## config.mk

```make
export PLATFORM = sky130hd
export DESIGN_NAME = wdt_top
export DESIGN_NICKNAME = d
export VERILOG_FILES = /design/src/rtl/wdt_pkg.sv /design/src/rtl/wdt_enable_ctl.sv /design/src/rtl/wdt_clear_gen.sv /design/src/rtl/wdt_counter.sv /design/src/rtl/wdt_req_out.sv /design/src/rtl/wdt_top.sv
export SDC_FILE = /design/constraint.sdc
export NUM_CORES = 1
export LEC_CHECK = 0
export BUFFER_PORTS_ARGS = -buffer_cell sky130_fd_sc_hd__buf_2
export CAP_MARGIN = 20
export CORE_MARGIN = 4
export CORE_UTILIZATION = 28
export DETAILED_ROUTE_END_ITERATION = 6
export REMOVE_ABC_BUFFERS = 1
export SYNTH_ARGS = -nofsm -noshare
export SYNTH_HDL_FRONTEND = slang
export SYNTH_SLANG_ARGS = --single-unit
```

## constraint.sdc

```tcl
create_clock -name clk -period 3.7 [get_ports clk]
set_input_delay 0.74 -clock clk [delete_from_list [all_inputs] [get_ports clk]]
set_output_delay 0.74 -clock clk [all_outputs]
set_load 0.005 [all_outputs]
```

## src/rtl/wdt_pkg.sv

```systemverilog
package wdt_pkg;
  // sources that restart the watchdog count
  typedef struct packed {
    logic disabled;
    logic clr;
    logic sleep_in;
    logic fsel_chg;
    logic clk_bad;
  } wdt_clr_src_t;

  function automatic logic any_clear(input wdt_clr_src_t s);
    return s.disabled | s.clr | s.sleep_in | s.fsel_chg | s.clk_bad;
  endfunction
endpackage

```

## src/rtl/wdt_enable_ctl.sv

```systemverilog
module wdt_enable_ctl (
  input  logic clk,
  input  logic rst,
  input  logic cfg_en,
  input  logic sw_en,
  output logic run,
  output logic clk_src_en
);
  // configuration enable dominates; software bit matters only when it is off
  always_comb run = cfg_en ? 1'b1 : sw_en;

  always_ff @(posedge clk) begin
    if (rst) clk_src_en <= 1'b0;
    else     clk_src_en <= run;
  end
endmodule

```

## src/rtl/wdt_clear_gen.sv

```systemverilog
module wdt_clear_gen #(
  parameter int FSEL_W = 3
) (
  input  logic              clk,
  input  logic              rst,
  input  logic              run,
  input  logic              clr_pulse,
  input  logic              sleep_enter,
  input  logic [FSEL_W-1:0] fsel,
  input  logic              clk_fail,
  output logic              clear
);
  import wdt_pkg::*;

  logic [FSEL_W-1:0] fsel_q;
  wdt_clr_src_t      src;

  // previous-cycle copy of the frequency select, captured during reset too
  always_ff @(posedge clk) fsel_q <= fsel;

  always_comb begin
    src.disabled = ~run;
    src.clr      = clr_pulse;
    src.sleep_in = sleep_enter;
    src.fsel_chg = (fsel != fsel_q);
    src.clk_bad  = clk_fail;
    clear        = rst | any_clear(src);
  end
endmodule

```

## src/rtl/wdt_counter.sv

```systemverilog
module wdt_counter #(
  parameter int PRE_DIV = 128,
  parameter int POST_W  = 16,
  parameter int SEL_W   = 4
) (
  input  logic             clk,
  input  logic             clear,
  input  logic             tick,
  input  logic [SEL_W-1:0] sel,
  output logic             timeout
);
  localparam int PRE_W = (PRE_DIV > 1) ? $clog2(PRE_DIV) : 1;
  localparam logic [PRE_W-1:0]  PRE_TOP  = PRE_W'(PRE_DIV - 1);
  localparam logic [POST_W-1:0] POST_ONE = POST_W'(1);

  logic [PRE_W-1:0]  pre_cnt;
  logic [POST_W-1:0] post_cnt;
  logic [POST_W-1:0] post_lim;
  logic              pre_last;

  generate
    if ((1 << PRE_W) == PRE_DIV) begin : g_pow2
      assign pre_last = &pre_cnt;
    end else begin : g_any
      assign pre_last = (pre_cnt == PRE_TOP);
    end
  endgenerate

  // elapsed base periods needed, minus one, for ratio 2^sel
  always_comb post_lim = (POST_ONE << sel) - POST_ONE;

  always_comb timeout = ~clear & tick & pre_last & (post_cnt >= post_lim);

  always_ff @(posedge clk) begin
    if (clear || timeout) begin
      pre_cnt  <= '0;
      post_cnt <= '0;
    end else if (tick) begin
      if (pre_last) begin
        pre_cnt  <= '0;
        post_cnt <= post_cnt + POST_ONE;
      end else begin
        pre_cnt  <= pre_cnt + PRE_W'(1);
      end
    end
  end
endmodule

```

## src/rtl/wdt_req_out.sv

```systemverilog
module wdt_req_out (
  input  logic clk,
  input  logic rst,
  input  logic timeout,
  input  logic sleeping,
  output logic rst_req,
  output logic wake_req
);
  always_ff @(posedge clk) begin
    if (rst) begin
      rst_req  <= 1'b0;
      wake_req <= 1'b0;
    end else begin
      rst_req  <= timeout & ~sleeping;
      wake_req <= timeout &  sleeping;
    end
  end
endmodule

```

## src/rtl/wdt_top.sv

```systemverilog
module wdt_top #(
  parameter int PRE_DIV = 128,
  parameter int POST_W  = 16,
  parameter int SEL_W   = 4,
  parameter int FSEL_W  = 3
) (
  input  logic              clk,
  input  logic              rst,
  input  logic              osc_tick,
  input  logic              cfg_en,
  input  logic              sw_en,
  input  logic [SEL_W-1:0]  post_sel,
  input  logic              clr_pulse,
  input  logic              sleep_enter,
  input  logic [FSEL_W-1:0] fsel,
  input  logic              clk_fail,
  input  logic              sleeping,
  output logic              clk_src_en,
  output logic              rst_req,
  output logic              wake_req
);
  logic run;
  logic clear;
  logic timeout;

  wdt_enable_ctl u_en (
    .clk(clk), .rst(rst), .cfg_en(cfg_en), .sw_en(sw_en),
    .run(run), .clk_src_en(clk_src_en)
  );

  wdt_clear_gen #(.FSEL_W(FSEL_W)) u_clr (
    .clk(clk), .rst(rst), .run(run), .clr_pulse(clr_pulse),
    .sleep_enter(sleep_enter), .fsel(fsel), .clk_fail(clk_fail),
    .clear(clear)
  );

  wdt_counter #(.PRE_DIV(PRE_DIV), .POST_W(POST_W), .SEL_W(SEL_W)) u_cnt (
    .clk(clk), .clear(clear), .tick(osc_tick), .sel(post_sel),
    .timeout(timeout)
  );

  wdt_req_out u_req (
    .clk(clk), .rst(rst), .timeout(timeout), .sleeping(sleeping),
    .rst_req(rst_req), .wake_req(wake_req)
  );
endmodule

```

# Word level (Yosys, flattened, before mapping)
# Cells that the tools add are included.
[totals] wordCells=30 regBits=29
[op_classes] magnitude_cmp=1 add_sub_neg=3 n_reduce_logical=3 shifts=1 n_eq_ne=1 bitwise_logic=13 n_mux=2
[ops] cell="$add A16 B1 Y16 const B" n=1
[ops] cell="$ge A16 B16 Y1" n=1
[ops] cell="$shl A1 B4 Y16 const A" n=1
[ops] cell="$sub A16 B1 Y16 const B" n=1
[ops] cell="$reduce_and A8 Y1" n=1
[ops] cell="$add A7 B1 Y7 const B" n=1
[ops] cell="$mux W7" n=1
[ops] cell="$reduce_and A7 Y1" n=1
[ops] cell="$and A1 B1 Y1" n=5
[ops] cell="$or A1 B1 Y1" n=5
[ops] cell="$ne A3 B3 Y1" n=1
[ops] cell="$not A1 Y1" n=3
[ops] cell="$logic_or A1 B1 Y1" n=1
[ops] cell="$mux W1" n=1

# Longest topological paths before layout
# Gate-level depths: netlist of run 1.
[depth] depth_word=12 mapped_depth=16 ltp_nobuf=12

# Hierarchy
# A second synthesis of run 1 with hierarchy kept.
[hier_totals] hier_cells=205 area_unflattened_um2=1876.8
[by_module_without_submodules] module="wdt_counter" cells_per_inst=188 area_each_um2=1674.1 seq_area_each_um2=460.4 instances=1
[by_module_without_submodules] module="wdt_clear_gen" cells_per_inst=10 area_each_um2=105.1 seq_area_each_um2=60.1 instances=1
[by_module_without_submodules] module="wdt_req_out" cells_per_inst=4 area_each_um2=61.3 seq_area_each_um2=40.0 instances=1
[by_module_without_submodules] module="wdt_enable_ctl" cells_per_inst=3 area_each_um2=36.3 seq_area_each_um2=20.0 instances=1

# Worst setup path after synthesis of run 1
# No wires, ideal clock.
[synth_timing] kind="input to register" startpoint="in post_sel[0]" endpoint="reg u_cnt.post_cnt[0]" arrival_time_ns=3.708 required_ns=3.566 path_buffers=4 path_slack_ns=-0.142 path_stages=16 cell_sequence="clkbuf_1 > or2_2 > or3_1 > ha_1 > clkbuf_1 > nor4_1 > a31oi_1 > o22a_1 > ha_1 > nand4_1 > a211o_1 > o32ai_1 > o31a_1 > buf_6 > buf_12 > nor3_2"
[synth_via] elab_chain_len=5
[synth_lines] item="start: declaration" line_no="wdt_top.sv:12" rtl="input logic [SEL_W-1:0] post_sel,"
[synth_lines] item="$shl A1 B4 Y16" line_no="wdt_counter.sv:30" rtl="always_comb post_lim = (POST_ONE << sel) - POST_ONE;"
[synth_lines] item="$sub A16 B1 Y16" line_no="wdt_counter.sv:30"
[synth_lines] item="$ge A16 B16 Y1" line_no="wdt_counter.sv:32" rtl="always_comb timeout = ~clear & tick & pre_last & (post_cnt >= post_lim);"
[synth_lines] item="$and A1 B1 Y1" line_no="wdt_counter.sv:32"
[synth_lines] item="$logic_or A1 B1 Y1" line_no="wdt_counter.sv:35" rtl="if (clear || timeout) begin"
[synth_lines] item="end signal: assignment" line_no="wdt_counter.sv:41" rtl="post_cnt <= post_cnt + POST_ONE;"
[synth_lines] item="end: declaration" line_no="wdt_counter.sv:17" rtl="logic [POST_W-1:0] post_cnt;"
# No other way between the ends.
# A chain may end at the register's enable or synchronous reset.

# Final worst setup path of run 1
[layout_timing] startpoint="in post_sel[0]" endpoint="reg u_req.rst_req"
[layout_via] elab_chain_len=5
[layout_lines] item="$shl A1 B4 Y16" line_no="wdt_counter.sv:30"
[layout_lines] item="$sub A16 B1 Y16" line_no="wdt_counter.sv:30"
[layout_lines] item="$ge A16 B16 Y1" line_no="wdt_counter.sv:32"
[layout_lines] item="$and A1 B1 Y1" line_no="wdt_counter.sv:32"
[layout_lines] item="$and A1 B1 Y1" line_no="wdt_req_out.sv:14" rtl="rst_req <= timeout & ~sleeping;"
[layout_lines] item="end signal: assignment" line_no="wdt_req_out.sv:14"
[layout_lines] item="end: declaration" line_no="wdt_req_out.sv:6" rtl="output logic rst_req,"
# No other way between the ends.

==> flow_summary.toml, run 1 <==
[route]
route.detailed.drc = 0
drtIter0Drc = 36
viasPerCell = 4.86
via_count = 1497
firstDrtPassIters = 4
detail-route-antenna-nets = 0
wirelength_um = 3770
wl_per_cell_um = 12.3

[clock_network]
holdBufCountCts = 0
cts_made_buffers = 5
clkTransAtPathRegs_ns = 0.06
root_buffer = "clkbuf_8"
clock_latency_ns = 0.28
htreeDepth = 2
cts_tree = "done"
cts_num_sinks = 29
clockBufferDepth = 2

[floorplan]
row_count = 29
fp.dieH_um = 89.6
die_w_um = 89.6
dieArea_um2 = 8030
ioPinCount = 19
initial_core_util_pct = 29.0
core_region_area_um2 = 6420

[global_routing]
grt_overflow_total = 0
antenna_found_initial = 0
grt_max_degree = 26
grtUsageTotal_pct = 10.2
grt_first_pass_wirelength_um = 6420
grt_pass1_vias = 1408

[logic_synthesis]
ys_types = 43
synth_edf_count = 0
syn_area_um2 = 1870
yosys-top-cells-area = "dfxtp_1 31%, ha_1 13%, xor2_1 8.9%"
yosysWarnings = 0
syn_area_per_cell_um2 = 9.28
synthFlopType = "dfxtp_1"
synth-seq-cells = 29
synth_top_cell_area_share_pct = 31.1
async_flop_share_pct = 0
synth_top_cell_by_area = "dfxtp_1"
yosysSeqAreaShare_pct = 31.1
synthCells = 201

[power_and_ir_drop]
leakage_nw = 0.854
ir_drop_mv = 0.186
cellPowerDensity_nw_per_um2 = 285

[final_layout]
fillers = 661
fin_util_pct = 34.0
finalNonFillerCells = 308
regArea_um2 = 581
diodes = 0
nets = 265
stdcell_area_um2 = 2190
final_cell_mix = "29 x dfxtp_1, 19 x xor2_1, 19 x ha_1"
layout_commonest_cell = "dfxtp_1"
multiInputGateArea_um2 = 1220
syn2layout_area_growth_pct = 17.2
drive_gt1_share_pct = 25.1

[min_path]
hold_path.class = "flip-flop to flip-flop"

[job]
max_cap_violations = 0

[timing]
setup_slack_ns = 0.266
period_minus_slack_ns = 3.43
fin_skew_ns = 0.00306
clock.fmax_ghz = 0.291
slew_viol_final = 0
finalHoldViolCount = 0
setup_viol = 0
finalCritPeriodShare_pct = 92.8
rsz0062_at_grt = "false"

[placed_design]
gp_congestion = 0.820
dp.cells = 300
io_buffers = 18
hpwlAfterDp_um = 2760
placed_area_um2 = 2090
pre_cts_slack_ns = -0.0502

[worst_setup_path]
crit_family = "simple AND/OR/NAND/NOR gates"
path_max_fanout = 10
critPathSlowestCell = "a311o_1"
critPathKind = "input port to flip-flop"
slowest_delay_ns = 0.36
worstPathArrival_ns = 3.59
critPathLaunchType = "input port"
critPathCaptureType = "flip-flop"
required_ns = 3.85
reg2reg_slack_ns = 1.52
path_buf_inv = 2
crit_chain = "buf_2 > or2_2 > or3_1 > ha_1 > xor2_1 > nor2_1 > a31oi_1 > ha_1 > nand4_1 > nor2_1 > a311o_1 > o31a_1 > buf_4 > nor3b_2"

[status]
outcome = "finished, final reports clean"
==> where the power goes <==
part	leakage, nW	switching, mW	internal [mW]
Clock	0.0450	0.118	0.130
Sequential	0.235	0.000903	0.315
Combinational	0.574	0.0307	0.0292
Total	0.854	0.150	0.474
==> worst reg2reg max path, stage by stage (launching register included) <==
cell	delay (ns)
dfxtp_1	0.44
inv_1	0.07
ha_1	0.29
nand2b_4	0.14
a2111oi_4	0.35
o32ai_1	0.15
o31a_1	0.27
buf_4	0.18
nor3b_2	0.16
==> synthesized netlist by cell type, types with 6 or more instances <==
| cell | number |
|---|---|
| dfxtp_1 | 29 |
| ha_1 | 19 |
| xor2_1 | 19 |
| nor2_1 | 14 |
| nand2_1 | 13 |
| nor3_1 | 13 |
| nand4_1 | 10 |
| nor3_2 | 9 |
| a21oi_1 | 8 |
| nand3_1 | 8 |
| clkbuf_1 | 7 |
| xnor2_1 | 6 |
==> kinds of logic after synthesis <==
kind of cell | after synthesis | synth area share, %
AOI/OAI and AO/OA | 25 | 9.66
other | 1 | 0.201
DFF | 29 | 31.1
muxes | 3 | 1.68
adders and majority gates | 19 | 12.7
xor gates and xnor gates | 25 | 11.7
buffers and inverters | 14 | 4.09
and+or+nand+nor | 85 | 28.8
==> final timing paths <==
check	endpoint	from	depth (start not counted)
worst min register to register	u_cnt.pre_cnt[6]	u_cnt.pre_cnt[6]	2
worst max-delay path	u_req.rst_req	post_sel[0]	14
worst min-delay path	u_cnt.pre_cnt[6]	u_cnt.pre_cnt[6]	2
worst max register to register	u_req.rst_req	u_cnt.post_cnt[0]	8
==> metal layers <==
| metal | track usage, % | up-vias | routed length (µm) |
|---|---|---|---|
| li1 | - | 783 | - |
| met1 | 14.1 | 683 | 2010 |
| met2 | 15.5 | 25 | 1570 |
| met3 | 2.74 | 6 | 130 |
| met4 | 3.25 | 0 | 56 |
| met5 | 0 | - | 0 |
==> per-stage QoR <==
stage | hold WS [ns] | power [mW] | TNS, ns
after global routing | 0.571 | 0.656 | 0
after CTS | 0.547 | 0.635 | 0
after floorplan | 0.499 | 0.352 | -3.14
final | 0.536 | 0.624 | 0
after detailed placement | 0.532 | 0.381 | -0.0502
after global placement | 0.522 | 0.381 | 0
==> area by class of cell <==
type                    count  area share [%]
flip-flops and latches     29            26.6
clock buffers               6            3.32
repair buffers             31            8.59
inverters                   5           0.859
well taps                  77            4.41
clock inverters             2           0.458
multi-input cells         158            55.8
==> sequential cells by signal, indices dropped and copies added (netlist names) <==
name             cells
u_clr.fsel_q         3
u_cnt.post_cnt      16
u_cnt.pre_cnt        7
u_en.clk_src_en      1
u_req.rst_req        1
u_req.wake_req       1
==> timing repair <==
item	in CTS	in global routing
gates resized for setup	0	2
setup endpoints to repair	0	1
endpoints found under the hold margin	0	0
setup buffers	0	0
No activity file was read; power rests on OpenSTA's default activity.
==> run 2: changes to the inputs <==
REMOVE_ABC_BUFFERS = default   (was 1)
==> run 2 against run 1 <==
Flip-flop and latch count is the same. Setup slack better by 0.015 ns. Register-to-register slack worse by 0.09 ns. Critical path type unchanged. Largest power group unchanged. Highest routed layer unchanged.
==> flow_summary.toml, run 2 (synthesized netlist as in run 1, its figures left out) <==
[power_and_ir_drop]
ir_drop_mv = 0.178
sw_frac_of_total_pct = 23.1
switching_power_mw = 0.153
internal-power_mw = 0.510
cellPowerDensity_nw_per_um2 = 302
pwr-share-seq_pct = 47.6
leakage_nw = 0.853
power_mw = 0.663
clkPwrFrac_pct = 43.6
pwr-share-comb_pct = 8.7

[global_routing]
antenna_found_initial = 0
grt_pass1_vias = 1401
grt_overflow_total = 0
grt_first_pass_wirelength_um = 6440
grtUsageTotal_pct = 10.3
grt_max_degree = 15

[clock_network]
clockBufferDepth = 2
cts_num_sinks = 29
htreeDepth = 2
clock_latency_ns = 0.28
cts_tree = "done"
holdBufCountCts = 0
cts_setup_buffers = 0
root_buffer = "clkbuf_8"
cts_made_buffers = 5
clkTransAtPathRegs_ns = 0.06
ctsResizeCount = 0

[route]
via_count = 1484
wirelength_um = 3700
detail-route-antenna-nets = 0
firstDrtPassIters = 4
viasPerCell = 4.87
route.detailed.drc = 0
drtIter0Drc = 45
wl_per_cell_um = 12.1

[worst_setup_path]
critPathKind = "input port to flip-flop"
critPathLaunchType = "input port"
critPathCaptureType = "flip-flop"
crit_family = "simple AND/OR/NAND/NOR gates"
required_ns = 3.89
slowest_delay_ns = 0.39
path_max_fanout = 5
path_buf_inv = 2
critPathSlowestCell = "or3_4"
crit_chain = "buf_2 > or2_4 > or3_4 > ha_2 > nor4_2 > a31oi_1 > o22a_1 > ha_1 > nand4_1 > a211o_1 > o32ai_2 > o31a_1 > buf_4 > nor3b_1"
worstPathArrival_ns = 3.61

[floorplan]
ioPinCount = 19
dieArea_um2 = 8030
initial_core_util_pct = 29.0
fp.dieH_um = 89.6
row_count = 29
core_region_area_um2 = 6420
die_w_um = 89.6

[min_path]
hold_path.class = "flip-flop to flip-flop"

[final_layout]
layout_commonest_cell = "dfxtp_1"
drive_gt1_share_pct = 25.4
fillers = 661
largest_reg_flops = 16
nets = 262
diodes = 0
top_regs = "u_cnt.post_cnt (16), u_cnt.pre_cnt (7), u_clr.fsel_q (3)"
syn2layout_area_growth_pct = 17.6
regMostFlops = "u_cnt.post_cnt"
final_cell_mix = "29 x dfxtp_1, 19 x xor2_1, 18 x ha_1, 18 x buf_2, 14 x nor2_1"

[timing]
finalHoldViolCount = 0
setup-tns-final_ns = 0
period_minus_slack_ns = 3.42
finalCritPeriodShare_pct = 92.4
tightest_slew_ns = 0.618
slew_viol_final = 0
setup_slack_ns = 0.281
clock.fmax_ghz = 0.292
setup_viol = 0
rsz0062_at_grt = "false"
maxSlewHeadroom_pct = 58.7
fin_skew_ns = 0.00664

[placed_design]
io_buffers = 18
hpwlAfterDp_um = 2800
pre_cts_slack_ns = 0.00479
gp_congestion = 0.716

[status]
outcome = "finished, final reports clean"

[job]
max_cap_violations = 0

[logic_synthesis]
syn_nets = 236
==> run 2: changes by cell type in the layout (fill, tap and decap cells not counted), sizes merged <==
cell,before,now
buf,31,28
clkinv,2,1
clkbuf,6,7
==> run 2: area by class of cell <==
| type | instances | area, µm² | area share (%) |
|---|---|---|---|
| Multi-Input combinational cell | 158 | 1230 | 56.2 |
| Sequential cell | 29 | 581 | 26.5 |
| Timing Repair Buffer | 28 | 165 | 7.53 |
| Clock buffer | 7 | 96.3 | 4.39 |
| Tap cell | 77 | 96.3 | 4.39 |
| Inverter | 5 | 18.8 | 0.855 |
| Clock inverter | 1 | 5.00 | 0.228 |
==> run 2: per-layer routing <==
layer	routed length, µm	part of all wire [%]	global-route usage, %	up-vias
met2	1510	41	14.6	22
met4	41	1.1	3.25	0
met5	0	0	0	-
li1	-	-	-	787
met1	2000	54	14.6	670
met3	145	3.9	3.19	5
==> run 2: worst register-to-register path, delay by kind of cell (launching register included) <==
family	cells	cell delay (ns)
fa+ha+maj	1	0.29
compound gates	3	0.86
flops	1	0.45
simple gates	2	0.33
buf+inv	2	0.26
==> run 2: stage by stage <==
step / instance area [µm²] / util (%) / instances / hold WS (ns)
global route: 2190 / 34.2 / 305 / 0.573
detailed placement: 2090 / 32.6 / 297 / 0.532
floorplan: 1910 / - / 201 / 0.499
finish: 2190 / 34.2 / 305 / 0.539
global placement: 2090 / 32.6 / 297 / 0.523
CTS: 2190 / 34.2 / 305 / 0.547
==> run 2: worst paths after layout <==
check,startpoint,to,slack (ns),cells after the start
setup / recovery,post_sel[0],u_req.rst_req,0.28,14
hold / removal,u_cnt.pre_cnt[6],u_cnt.pre_cnt[6],0.54,2
setup reg to reg,u_cnt.post_cnt[0],u_cnt.post_cnt[12],1.43,8
hold reg to reg,u_cnt.pre_cnt[6],u_cnt.pre_cnt[6],0.54,2
==> run 2: power groups by stage <==
stage               Combinational, mW  Sequential (mW)  Clock (mW)
detailed placement             0.0577            0.323           0
floorplan                      0.0376            0.323           0
global route                   0.0662            0.316       0.310
finish                         0.0578            0.316       0.289
CTS                            0.0580            0.316       0.296
global placement               0.0567            0.322           0
